===== config.mk =====
export PLATFORM = sky130hd
export DESIGN_NAME = irq_presenter
export DESIGN_NICKNAME = d
export VERILOG_FILES = /design/src/rtl/irqp_pkg.sv /design/src/rtl/irqp_offer_judge.sv /design/src/rtl/irqp_ipi_judge.sv /design/src/rtl/irq_presenter.sv
export SDC_FILE = /design/constraint.sdc
export NUM_CORES = 1
export LEC_CHECK = 0
export ABC_AREA = 1
export BUFFER_PORTS_ARGS = -buffer_cell sky130_fd_sc_hd__buf_2
export CAP_MARGIN = 20
export CORE_ASPECT_RATIO = 0.9
export CORE_MARGIN = 3
export CORE_UTILIZATION = 40
export CTS_BUF_LIST = sky130_fd_sc_hd__clkbuf_4
export DETAILED_ROUTE_END_ITERATION = 6
export PLACE_DENSITY = 0.62
export SLEW_MARGIN = 20
export SYNTH_ARGS = -nofsm -noshare
export SYNTH_HDL_FRONTEND = slang
export SYNTH_SLANG_ARGS = --single-unit

===== constraint.sdc =====
create_clock -name clk -period 2.9 [get_ports clk]
set_input_delay 0 -clock clk [delete_from_list [all_inputs] [get_ports clk]]
set_output_delay 0 -clock clk [all_outputs]
set_load 0.005 [all_outputs]

===== src/rtl/irqp_pkg.sv =====
package irqp_pkg;
    parameter int SRC_W  = 24;
    parameter int PRIO_W = 8;
    localparam int WORD_W = SRC_W + PRIO_W;
    localparam logic [PRIO_W-1:0] PRIO_NONE = '1;

    typedef enum logic [2:0] {
        OP_NONE     = 3'd0,
        OP_SET_CPPR = 3'd1,
        OP_SET_MFRR = 3'd2,
        OP_ACCEPT   = 3'd3,
        OP_POLL     = 3'd4,
        OP_EOI      = 3'd5
    } op_e;

    typedef struct packed {
        logic [PRIO_W-1:0] cppr;
        logic [SRC_W-1:0]  xisr;
        logic [PRIO_W-1:0] pend;
        logic [PRIO_W-1:0] mfrr;
        logic              ext;
        logic              irq;
        logic              rej;
        logic [SRC_W-1:0]  rej_src;
        logic              eoi;
        logic [SRC_W-1:0]  eoi_src;
        logic              resend;
    } state_t;
endpackage


===== src/rtl/irqp_offer_judge.sv =====
module irqp_offer_judge
    import irqp_pkg::*;
(
    input  logic [PRIO_W-1:0] prio,
    input  logic [PRIO_W-1:0] cppr,
    input  logic              busy,
    input  logic [PRIO_W-1:0] pend,
    output logic              take
);
    // Take when strictly better than the processor and than anything pending.
    always_comb begin
        take = (prio < cppr) && !(busy && (pend <= prio));
    end
endmodule


===== src/rtl/irqp_ipi_judge.sv =====
module irqp_ipi_judge
    import irqp_pkg::*;
(
    input  logic [PRIO_W-1:0] mfrr,
    input  logic [PRIO_W-1:0] cppr,
    input  logic              busy,
    input  logic [PRIO_W-1:0] pend,
    output logic              present
);
    // IPI request below the processor priority and not beaten by the pending one.
    always_comb begin
        present = (mfrr < cppr) && !(busy && (pend <= mfrr));
    end
endmodule


===== src/rtl/irq_presenter.sv =====
module irq_presenter
    import irqp_pkg::*;
#(
    parameter logic [SRC_W-1:0] IPI_SRC = 24'd2
) (
    input  logic              clk,
    input  logic              rst_n,
    input  logic              offer_valid,
    input  logic [SRC_W-1:0]  offer_src,
    input  logic [PRIO_W-1:0] offer_prio,
    output logic              offer_accept,
    output logic              offer_reject,
    input  logic              op_valid,
    input  logic [2:0]        op_code,
    input  logic [WORD_W-1:0] op_wdata,
    output logic [WORD_W-1:0] rd_data,
    output logic [PRIO_W-1:0] rd_mfrr,
    output logic              irq_out,
    output logic              reject_pulse,
    output logic [SRC_W-1:0]  reject_src,
    output logic              eoi_pulse,
    output logic [SRC_W-1:0]  eoi_src,
    output logic              resend_pulse
);
    state_t st_q, st_d;

    logic              busy_q;
    logic [PRIO_W-1:0] new_cppr;
    logic [PRIO_W-1:0] new_mfrr;
    logic              offer_take;
    logic              ipi_on_mfrr;
    logic              ipi_on_resend;
    op_e               op;

    assign op       = op_e'(op_code);
    assign busy_q   = (st_q.xisr != '0);
    assign new_cppr = (op == OP_EOI) ? op_wdata[WORD_W-1:SRC_W] : op_wdata[PRIO_W-1:0];
    assign new_mfrr = op_wdata[PRIO_W-1:0];

    irqp_offer_judge u_offer (
        .prio (offer_prio),
        .cppr (st_q.cppr),
        .busy (busy_q),
        .pend (st_q.pend),
        .take (offer_take)
    );

    irqp_ipi_judge u_ipi_write (
        .mfrr    (new_mfrr),
        .cppr    (st_q.cppr),
        .busy    (busy_q),
        .pend    (st_q.pend),
        .present (ipi_on_mfrr)
    );

    // A resend only happens with nothing pending.
    irqp_ipi_judge u_ipi_resend (
        .mfrr    (st_q.mfrr),
        .cppr    (new_cppr),
        .busy    (1'b0),
        .pend    (st_q.pend),
        .present (ipi_on_resend)
    );

    always_comb begin
        st_d         = st_q;
        st_d.rej     = 1'b0;
        st_d.rej_src = '0;
        st_d.eoi     = 1'b0;
        st_d.eoi_src = '0;
        st_d.resend  = 1'b0;
        offer_accept = 1'b0;

        if (op_valid) begin
            case (op)
                OP_SET_CPPR: begin
                    st_d.cppr = new_cppr;
                    if (new_cppr < st_q.cppr) begin
                        if (busy_q && (new_cppr <= st_q.pend)) begin
                            st_d.xisr = '0;
                            st_d.pend = PRIO_NONE;
                            st_d.irq  = 1'b0;
                            st_d.ext  = 1'b0;
                            if (st_q.ext) begin
                                st_d.rej     = 1'b1;
                                st_d.rej_src = st_q.xisr;
                            end
                        end
                    end else if (!busy_q) begin
                        st_d.resend = 1'b1;
                        if (ipi_on_resend) begin
                            st_d.xisr = IPI_SRC;
                            st_d.pend = st_q.mfrr;
                            st_d.ext  = 1'b0;
                            st_d.irq  = 1'b1;
                        end
                    end
                end
                OP_SET_MFRR: begin
                    st_d.mfrr = new_mfrr;
                    if (ipi_on_mfrr) begin
                        if (busy_q && st_q.ext) begin
                            st_d.rej     = 1'b1;
                            st_d.rej_src = st_q.xisr;
                        end
                        st_d.xisr = IPI_SRC;
                        st_d.pend = new_mfrr;
                        st_d.ext  = 1'b0;
                        st_d.irq  = 1'b1;
                    end
                end
                OP_ACCEPT: begin
                    st_d.irq  = 1'b0;
                    st_d.cppr = st_q.pend;
                    st_d.xisr = '0;
                    st_d.pend = PRIO_NONE;
                    st_d.ext  = 1'b0;
                end
                OP_EOI: begin
                    st_d.cppr    = new_cppr;
                    st_d.eoi     = 1'b1;
                    st_d.eoi_src = op_wdata[SRC_W-1:0];
                    if (!busy_q) begin
                        st_d.resend = 1'b1;
                        if (ipi_on_resend) begin
                            st_d.xisr = IPI_SRC;
                            st_d.pend = st_q.mfrr;
                            st_d.ext  = 1'b0;
                            st_d.irq  = 1'b1;
                        end
                    end
                end
                default: ;
            endcase
        end else if (offer_valid && offer_take) begin
            offer_accept = 1'b1;
            if (busy_q && st_q.ext) begin
                st_d.rej     = 1'b1;
                st_d.rej_src = st_q.xisr;
            end
            st_d.xisr = offer_src;
            st_d.pend = offer_prio;
            st_d.ext  = 1'b1;
            st_d.irq  = 1'b1;
        end
        offer_reject = offer_valid && !offer_accept;
    end

    always_ff @(posedge clk or negedge rst_n) begin
        if (!rst_n) begin
            st_q         <= '0;
            st_q.pend    <= PRIO_NONE;
            st_q.mfrr    <= PRIO_NONE;
        end else begin
            st_q <= st_d;
        end
    end

    assign rd_data      = {st_q.cppr, st_q.xisr};
    assign rd_mfrr      = st_q.mfrr;
    assign irq_out      = st_q.irq;
    assign reject_pulse = st_q.rej;
    assign reject_src   = st_q.rej_src;
    assign eoi_pulse    = st_q.eoi;
    assign eoi_src      = st_q.eoi_src;
    assign resend_pulse = st_q.resend;

    // the line is only high with a number pending
    a_r1_line_needs_number: assert property (@(posedge clk) disable iff (!rst_n)
        irq_out |-> (rd_data[SRC_W-1:0] != '0));

    // every offer gets exactly one answer
    a_r2_one_answer: assert property (@(posedge clk) disable iff (!rst_n)
        offer_valid |-> (offer_accept != offer_reject));

    // a taken offer is presented next cycle
    a_r3_taken_presented: assert property (@(posedge clk) disable iff (!rst_n)
        offer_accept |=> (irq_out && rd_data[SRC_W-1:0] == $past(offer_src)));

    // accept drops the line and empties the slot
    a_r4_accept_clears: assert property (@(posedge clk) disable iff (!rst_n)
        (op_valid && op_code == 3'd3) |=> (!irq_out && rd_data[SRC_W-1:0] == '0));

    // poll leaves everything visible unchanged
    a_r5_poll_stable: assert property (@(posedge clk) disable iff (!rst_n)
        (op_valid && op_code == 3'd4) |=> ($stable(rd_data) && $stable(rd_mfrr) && $stable(irq_out)));

    // end-of-interrupt is forwarded with its number
    a_r9_eoi_forward: assert property (@(posedge clk) disable iff (!rst_n)
        (op_valid && op_code == 3'd5) |=> (eoi_pulse && eoi_src == $past(op_wdata[SRC_W-1:0])));

    // an offer colliding with a register operation is refused
    a_r11_collision_refused: assert property (@(posedge clk) disable iff (!rst_n)
        (offer_valid && op_valid) |-> offer_reject);

    // a reject strobe always has a cause one cycle earlier
    a_r12_reject_caused: assert property (@(posedge clk) disable iff (!rst_n)
        reject_pulse |-> $past(op_valid || offer_accept));
endmodule


# Word-level counts from Yosys, hierarchy flattened

Index checks and enable logic that the tools add are counted.
Widths: inputs -> output; s select.

Bits in registers: 101
Input bits: 71
Output and inout bits: 94
Word-level logic and storage cells: 72

Order comparisons: 7
Equal/unequal tests: 7
Multiplexer cells: 29
Reductions and logical operators: 18

Operators with widths:

| operator           | number |
|---|---|
| $mux 32            | 7 |
| $pmux 32 s4        | 1 |
| $mux 27            | 4 |
| $mux 25            | 4 |
| $pmux 25 s2        | 1 |
| $lt 8x8->1         | 4 |
| $mux 26            | 1 |
| $le 8x8->1         | 3 |
| $reduce_bool 24->1 | 1 |
| $pmux 8 s2         | 1 |
| $logic_and 1x1->1  | 8 |
| $mux 8             | 1 |
| $pmux 2 s4         | 1 |
| $eq 3x2->1 const B | 2 |
| $mux 2             | 3 |
| $ne 5x1->1 const B | 1 |
| $mux 1             | 4 |
| $ne 4x4->1 const B | 1 |
| $reduce_and 2->1   | 2 |
| $reduce_and 4->1   | 1 |
| $reduce_bool 2->1  | 2 |
| $eq 3x1->1 const B | 1 |
| $eq 3x3->1 const B | 1 |
| $logic_not 1->1    | 3 |
| 3 further kinds    | 3 |

# Logic depth before layout (Yosys ltp)

Depth in word-level cells: 9
Depth in mapped cells: 21
Gate-level depth less buffers: 19

# Cells and area by module

From an unflattened synthesis, not the netlist that was laid out.

Cells, all modules: 1,074
Area total of the unflattened synthesis: 7,467.2 sq um

Modules (own cells, without submodules):

| module           | instances | cells an instance | area each (sq um) |
|---|---|---|---|
| irq_presenter    | 1         | 861               | 6,209.7 |
| irqp_ipi_judge   | 2         | 71                | 419.2 |
| irqp_offer_judge | 1         | 71                | 419.2 |

# Least setup slack after synthesis

No wires, ideal clock.

Kind: input port to flip-flop
From: input op_code[1]
To: register st_q[52] (netlist bit)
Library setup time: 118 ps
Arrival time: 2,044 ps
Required time: 2,782 ps
Path slack: 738 ps
Stages on the path: 18
Cells stage by stage: inv_1 > nand3_4 > clkbuf_1 > nand2_1 > o21ai_0 > inv_1 > ha_1 > a21oi_1 > nor2_1 > a211oi_1 > nand2_1 > nand2_1 > nand2_1 > nand3_4 > nand4_2 > buf_4 > nand2_1 > nand2_1

Cells in the longest elaborated chain, start to end: 8
Elaborated cells between the ends (all ways): 18
Those cells by class: 3 x order compare; 7 x eq/ne; 6 x mux; 2 x reduce/logical

RTL lines:

| element              | line                                     | text |
|---|---|---|
| start, declared      | irq_presenter.sv:14                      | `input logic [2:0] op_code,` |
| $eq 3x3->1           | irq_presenter.sv:37, irq_presenter.sv:75 |  |
| $mux 8               | irq_presenter.sv:37                      | `assign new_cppr = (op == OP_EOI) ? op_wdata[WORD_W-1:SRC_W] : op_wdata[PRIO_W-1:0];` |
| $lt 8x8->1           | irqp_ipi_judge.sv:12                     | `present = (mfrr < cppr) && !(busy && (pend <= mfrr));` |
| $mux 2 (2 in a row)  | --                                       |  |
| $mux 2               | irq_presenter.sv:78                      | `if (new_cppr < st_q.cppr) begin` |
| $pmux 2 s4           | irq_presenter.sv:75                      | `case (op)` |
| $mux 27              | irq_presenter.sv:74                      | `if (op_valid) begin` |
| end signal, assigned | irq_presenter.sv:155                     | `st_q <= st_d;` |
| end, declared        | irq_presenter.sv:25                      | `state_t st_q, st_d;` |

Several ways; a longest one is shown, not always the timed one.
A chain may end at the register's enable or synchronous reset.

# Worst setup path in the final report

From: input op_code[0]
To: register, netlist name st_q[68]

Cells in the longest elaborated chain, start to end: 8
Elaborated cells between the ends (all ways): 18
Those cells by class: 3 x order compare; 7 x eq/ne; 6 x mux; 2 x reduce/logical

RTL lines:

| element              | line |
|---|---|
| $eq 3x3->1           | irq_presenter.sv:37, irq_presenter.sv:75 |
| $mux 8               | irq_presenter.sv:37 |
| $lt 8x8->1           | irqp_ipi_judge.sv:12 |
| $mux 32 (2 in a row) | -- |
| $mux 32              | irq_presenter.sv:78 |
| $pmux 32 s4          | irq_presenter.sv:75 |
| $mux 32              | irq_presenter.sv:74 |

Several ways; a longest one is shown, not always the timed one.

==> out/qor.csv <==
stage,metric,value,unit
floorplan,die_w,137,um
cts,tritoncts,done,
floorplan,row_count,42,
route,drt-total-wl,17600,um
synth,syn_nets,909,
timing,hold_viol_final,0,
timing,finClkSkew,0.0192,ns
route,detail_route.wl_per_cell,15.3,um
cts,htreeDepth,3,
final_layout,instances_no_fill,1149,
route,via_per_inst,4.76,
floorplan,dieArea,0.0171,mm^2
hold_path,worstHoldEndpoint,st_q[52],
placement,io_buffers,164,
cts,clkSinkCount,101,
grt,antenna_found_initial,1,
placement,place_inst,1056,
grt,grt-ovfl-total,0,
hold_path,hp-class,in2reg,
route,drc,0,
cts,cts_buffer_depth,2,
hold_path,hold_start,offer_valid,
grt,grt_pass1_wl,27700,um
timing,fmax,0.369,GHz
timing,fin_crit,2.71,ns
floorplan,die_y,124,um
worst_setup_path,critPathMaxFanout,10,
worst_setup_path,rrSetupSlack,0.25,ns
placement,dp_hpwl,12700,um
power,p_leak,4.24,nW
flow_run,maxCapViolations,0,
route,vias,5473,
route,ant_nets,0,
synth,yosys_warnings,0,
floorplan,num_io_pins,165,
worst_setup_path,r2r_end,st_q[68],
timing,tightest_slew,0.616,ns
power,powerDensity,654,mW/mm^2
worst_setup_path,reg2regPathDepth,15,
worst_setup_path,critPathKind,in2reg,
final_layout,final_util,0.504,
grt,grt_usage,0.209,
floorplan,start_util,0.415,
worst_setup_path,setup.worst_path.start_class,primary input,
floorplan,fp.coreArea,0.0150,mm^2
hold_path,holdPathStages,5,
synth,synth_cell_types,27,
cts,cts_buffers,9,
worst_setup_path,arrival,3.16,ns
outcome,status,"complete, no violations",
cts,clk_pin_slew,0.18,ns
timing,rsz0062_at_grt,false,
placement,dpl_cell_area,0.00663,mm^2
timing,setup_viol,0,
final_layout,nFillCells,1482,
synth,synth_seq_cells,101,
grt,grt_max_degree,35,
cts,clkLatencyLatePin,0.49,ns
final_layout,layout.nets,1067,
final_layout,syn2layout_area_growth,21.4,%
worst_setup_path,crit_path_end_kind,flip-flop,
worst_setup_path,rr_startpoint,rd_data[29],
final_layout,final_layout_size_suffix_gt1_frac,0.258,
synth,syn_area_per_cell,7.90,um^2
route,drt_iter0_drc,359,
worst_setup_path,crit_required,3.35,ns
placement,gp_congestion,0.956,
grt,grt_pass1_vias,5221,
timing,setup_tns,0,ns
synth,ys_seq_area_frac,0.410,
power,p_total,4.94,mW
final_layout,design_area,0.00755,mm^2
synth,synth_cells,787,
timing,maxSlewHeadroom,0.588,
timing,slew_viol_final,0,
synth,synth.cell_area,0.00621,mm^2
route,detail_route.first_pass.iterations,5,
cts,root_buffer,clkbuf_4,
power,vdd.ir_drop.worst,0.000241,V
timing,period_share,0.935,
==> sequential cells by signal (all words and copies together), names as in the netlist <==
signal and count:
rd_data 32, eoi_src 24, irq_out 1, rd_mfrr 8
eoi_pulse 1, resend_pulse 1, reject_src 24, reject_pulse 1
st_q 9
==> cell usage after synthesis <==
cell type | count | area, um^2
nand2_1 | 228 | 856
buf_4 | 90 | 676
inv_1 | 90 | 338
dfrtp_1 | 85 | 2130
nor2_1 | 65 | 244
ha_1 | 51 | 638
o21ai_0 | 38 | 190
a21oi_1 | 34 | 170
nand4_1 | 18 | 113
nand3_1 | 17 | 85.1
dfstp_2 | 16 | 420
nor2_2 | 13 | 81.3
clkbuf_1 | 11 | 41.3
o22ai_1 | 6 | 37.5
a211oi_1 | 3 | 22.5
inv_2 | 3 | 11.3
nand2_2 | 3 | 18.8
a31oi_1 | 2 | 12.5
buf_2 | 2 | 10.0
buf_6 | 2 | 22.5
nand3_4 | 2 | 35.0
nand4_2 | 2 | 25.0
nor4_1 | 2 | 12.5
clkinv_1 | 1 | 3.75
nor2_4 | 1 | 11.3
nor3_1 | 1 | 5.00
o21a_1 | 1 | 7.51
==> worst max-delay path by stage <==
stage                from              to  slack [ns]
2_1_floorplan  op_code[1]        st_q[52]        0.74
3_3_place_gp   op_code[1]  reject_src[17]        0.27
3_5_place_dp   op_code[1]  reject_src[17]        0.15
4_1_cts        op_code[0]        st_q[68]        0.03
5_1_grt        op_code[0]        st_q[68]        0.01
6_report       op_code[0]        st_q[68]        0.19
==> placed cells by master (no fill, tap or decap), types with 4 or more instances in the layout <==
cell type      count
nand2_1          228
nor2_1            65
buf_2            162
o22ai_1            6
dfstp_2           16
inv_1             88
nand3_1           17
nor2_2            13
dfrtp_1           85
dlygate4sd3_1     70
o21ai_0           31
a21oi_1           34
nand4_1           18
buf_4             18
ha_1              51
clkbuf_4           9
o21ai_2            4
==> per-layer routing <==
metal  track usage  part of all wire  vias up
li1              -                 -     2716
met1         0.290              0.46     2525
met2         0.326              0.45      205
met3        0.0509             0.067       27
met4        0.0581             0.021        0
met5             0                 0        -
==> report_power, final <==
part           internal [mW]  switching [mW]
sequential              1.74           0.288
clock                  0.189           0.526
combinational          0.884            1.31
==> cell families (layout without fill, tap and decap cells) <==
family,Yosys count,in the layout,synth area share
compound gates,84,84,0.0709
fa+ha+maj,51,51,0.103
buf+inv,199,360,0.177
flops,101,101,0.410
other cells,0,1,0
simple gates,352,354,0.239
==> what timing repair did <==
item                                    4_1_cts  5_1_grt
gates resized for setup                       0       18
hold buffers                                 69        1
setup buffers                                 0        4
endpoints found under the hold margin       127        1
endpoints found under the setup margin        0        6
==> per-stage QoR <==
| stage | worst slack (ns) | hold slack [ns] |
|---|---|---|
| after floorplan | 0.738 | -0.296 |
| after global placement | 0.270 | 0.0132 |
| after detailed placement | 0.150 | 0.0175 |
| after CTS | 0.0334 | 0.0153 |
| after global routing | 0.0136 | 0.0124 |
| final | 0.189 | 0.0218 |
==> final cells by class <==
type                            count  area, um^2  share of cell area
Antenna cell                        1        2.50            0.000332
Clock buffer                        9        67.6             0.00895
Clock inverter                      7        56.3             0.00746
Inverter                           94         360              0.0477
Multi-Input combinational cell    489        2620               0.347
Sequential cell                   101        2550               0.338
Tap cell                          198         248              0.0328
Timing Repair Buffer              250        1650               0.218
==> critical path, cell delays in order <==
cell           delay (ns)
dlygate4sd3_1        0.53
buf_4                0.17
nand3_4              0.13
o21ai_2              0.19
inv_1                0.09
ha_1                 0.29
a21oi_1              0.16
nor2_1               0.05
a211oi_1             0.16
nand2_1              0.13
nand2_1              0.09
nand2_1              0.07
buf_4                0.17
nand2_1              0.06
nand2_1              0.10
o21ai_0              0.08
dlygate4sd3_1        0.56
nand2_1              0.05
nand2_1              0.07
Note: power is estimated with default switching activity, not from simulation.
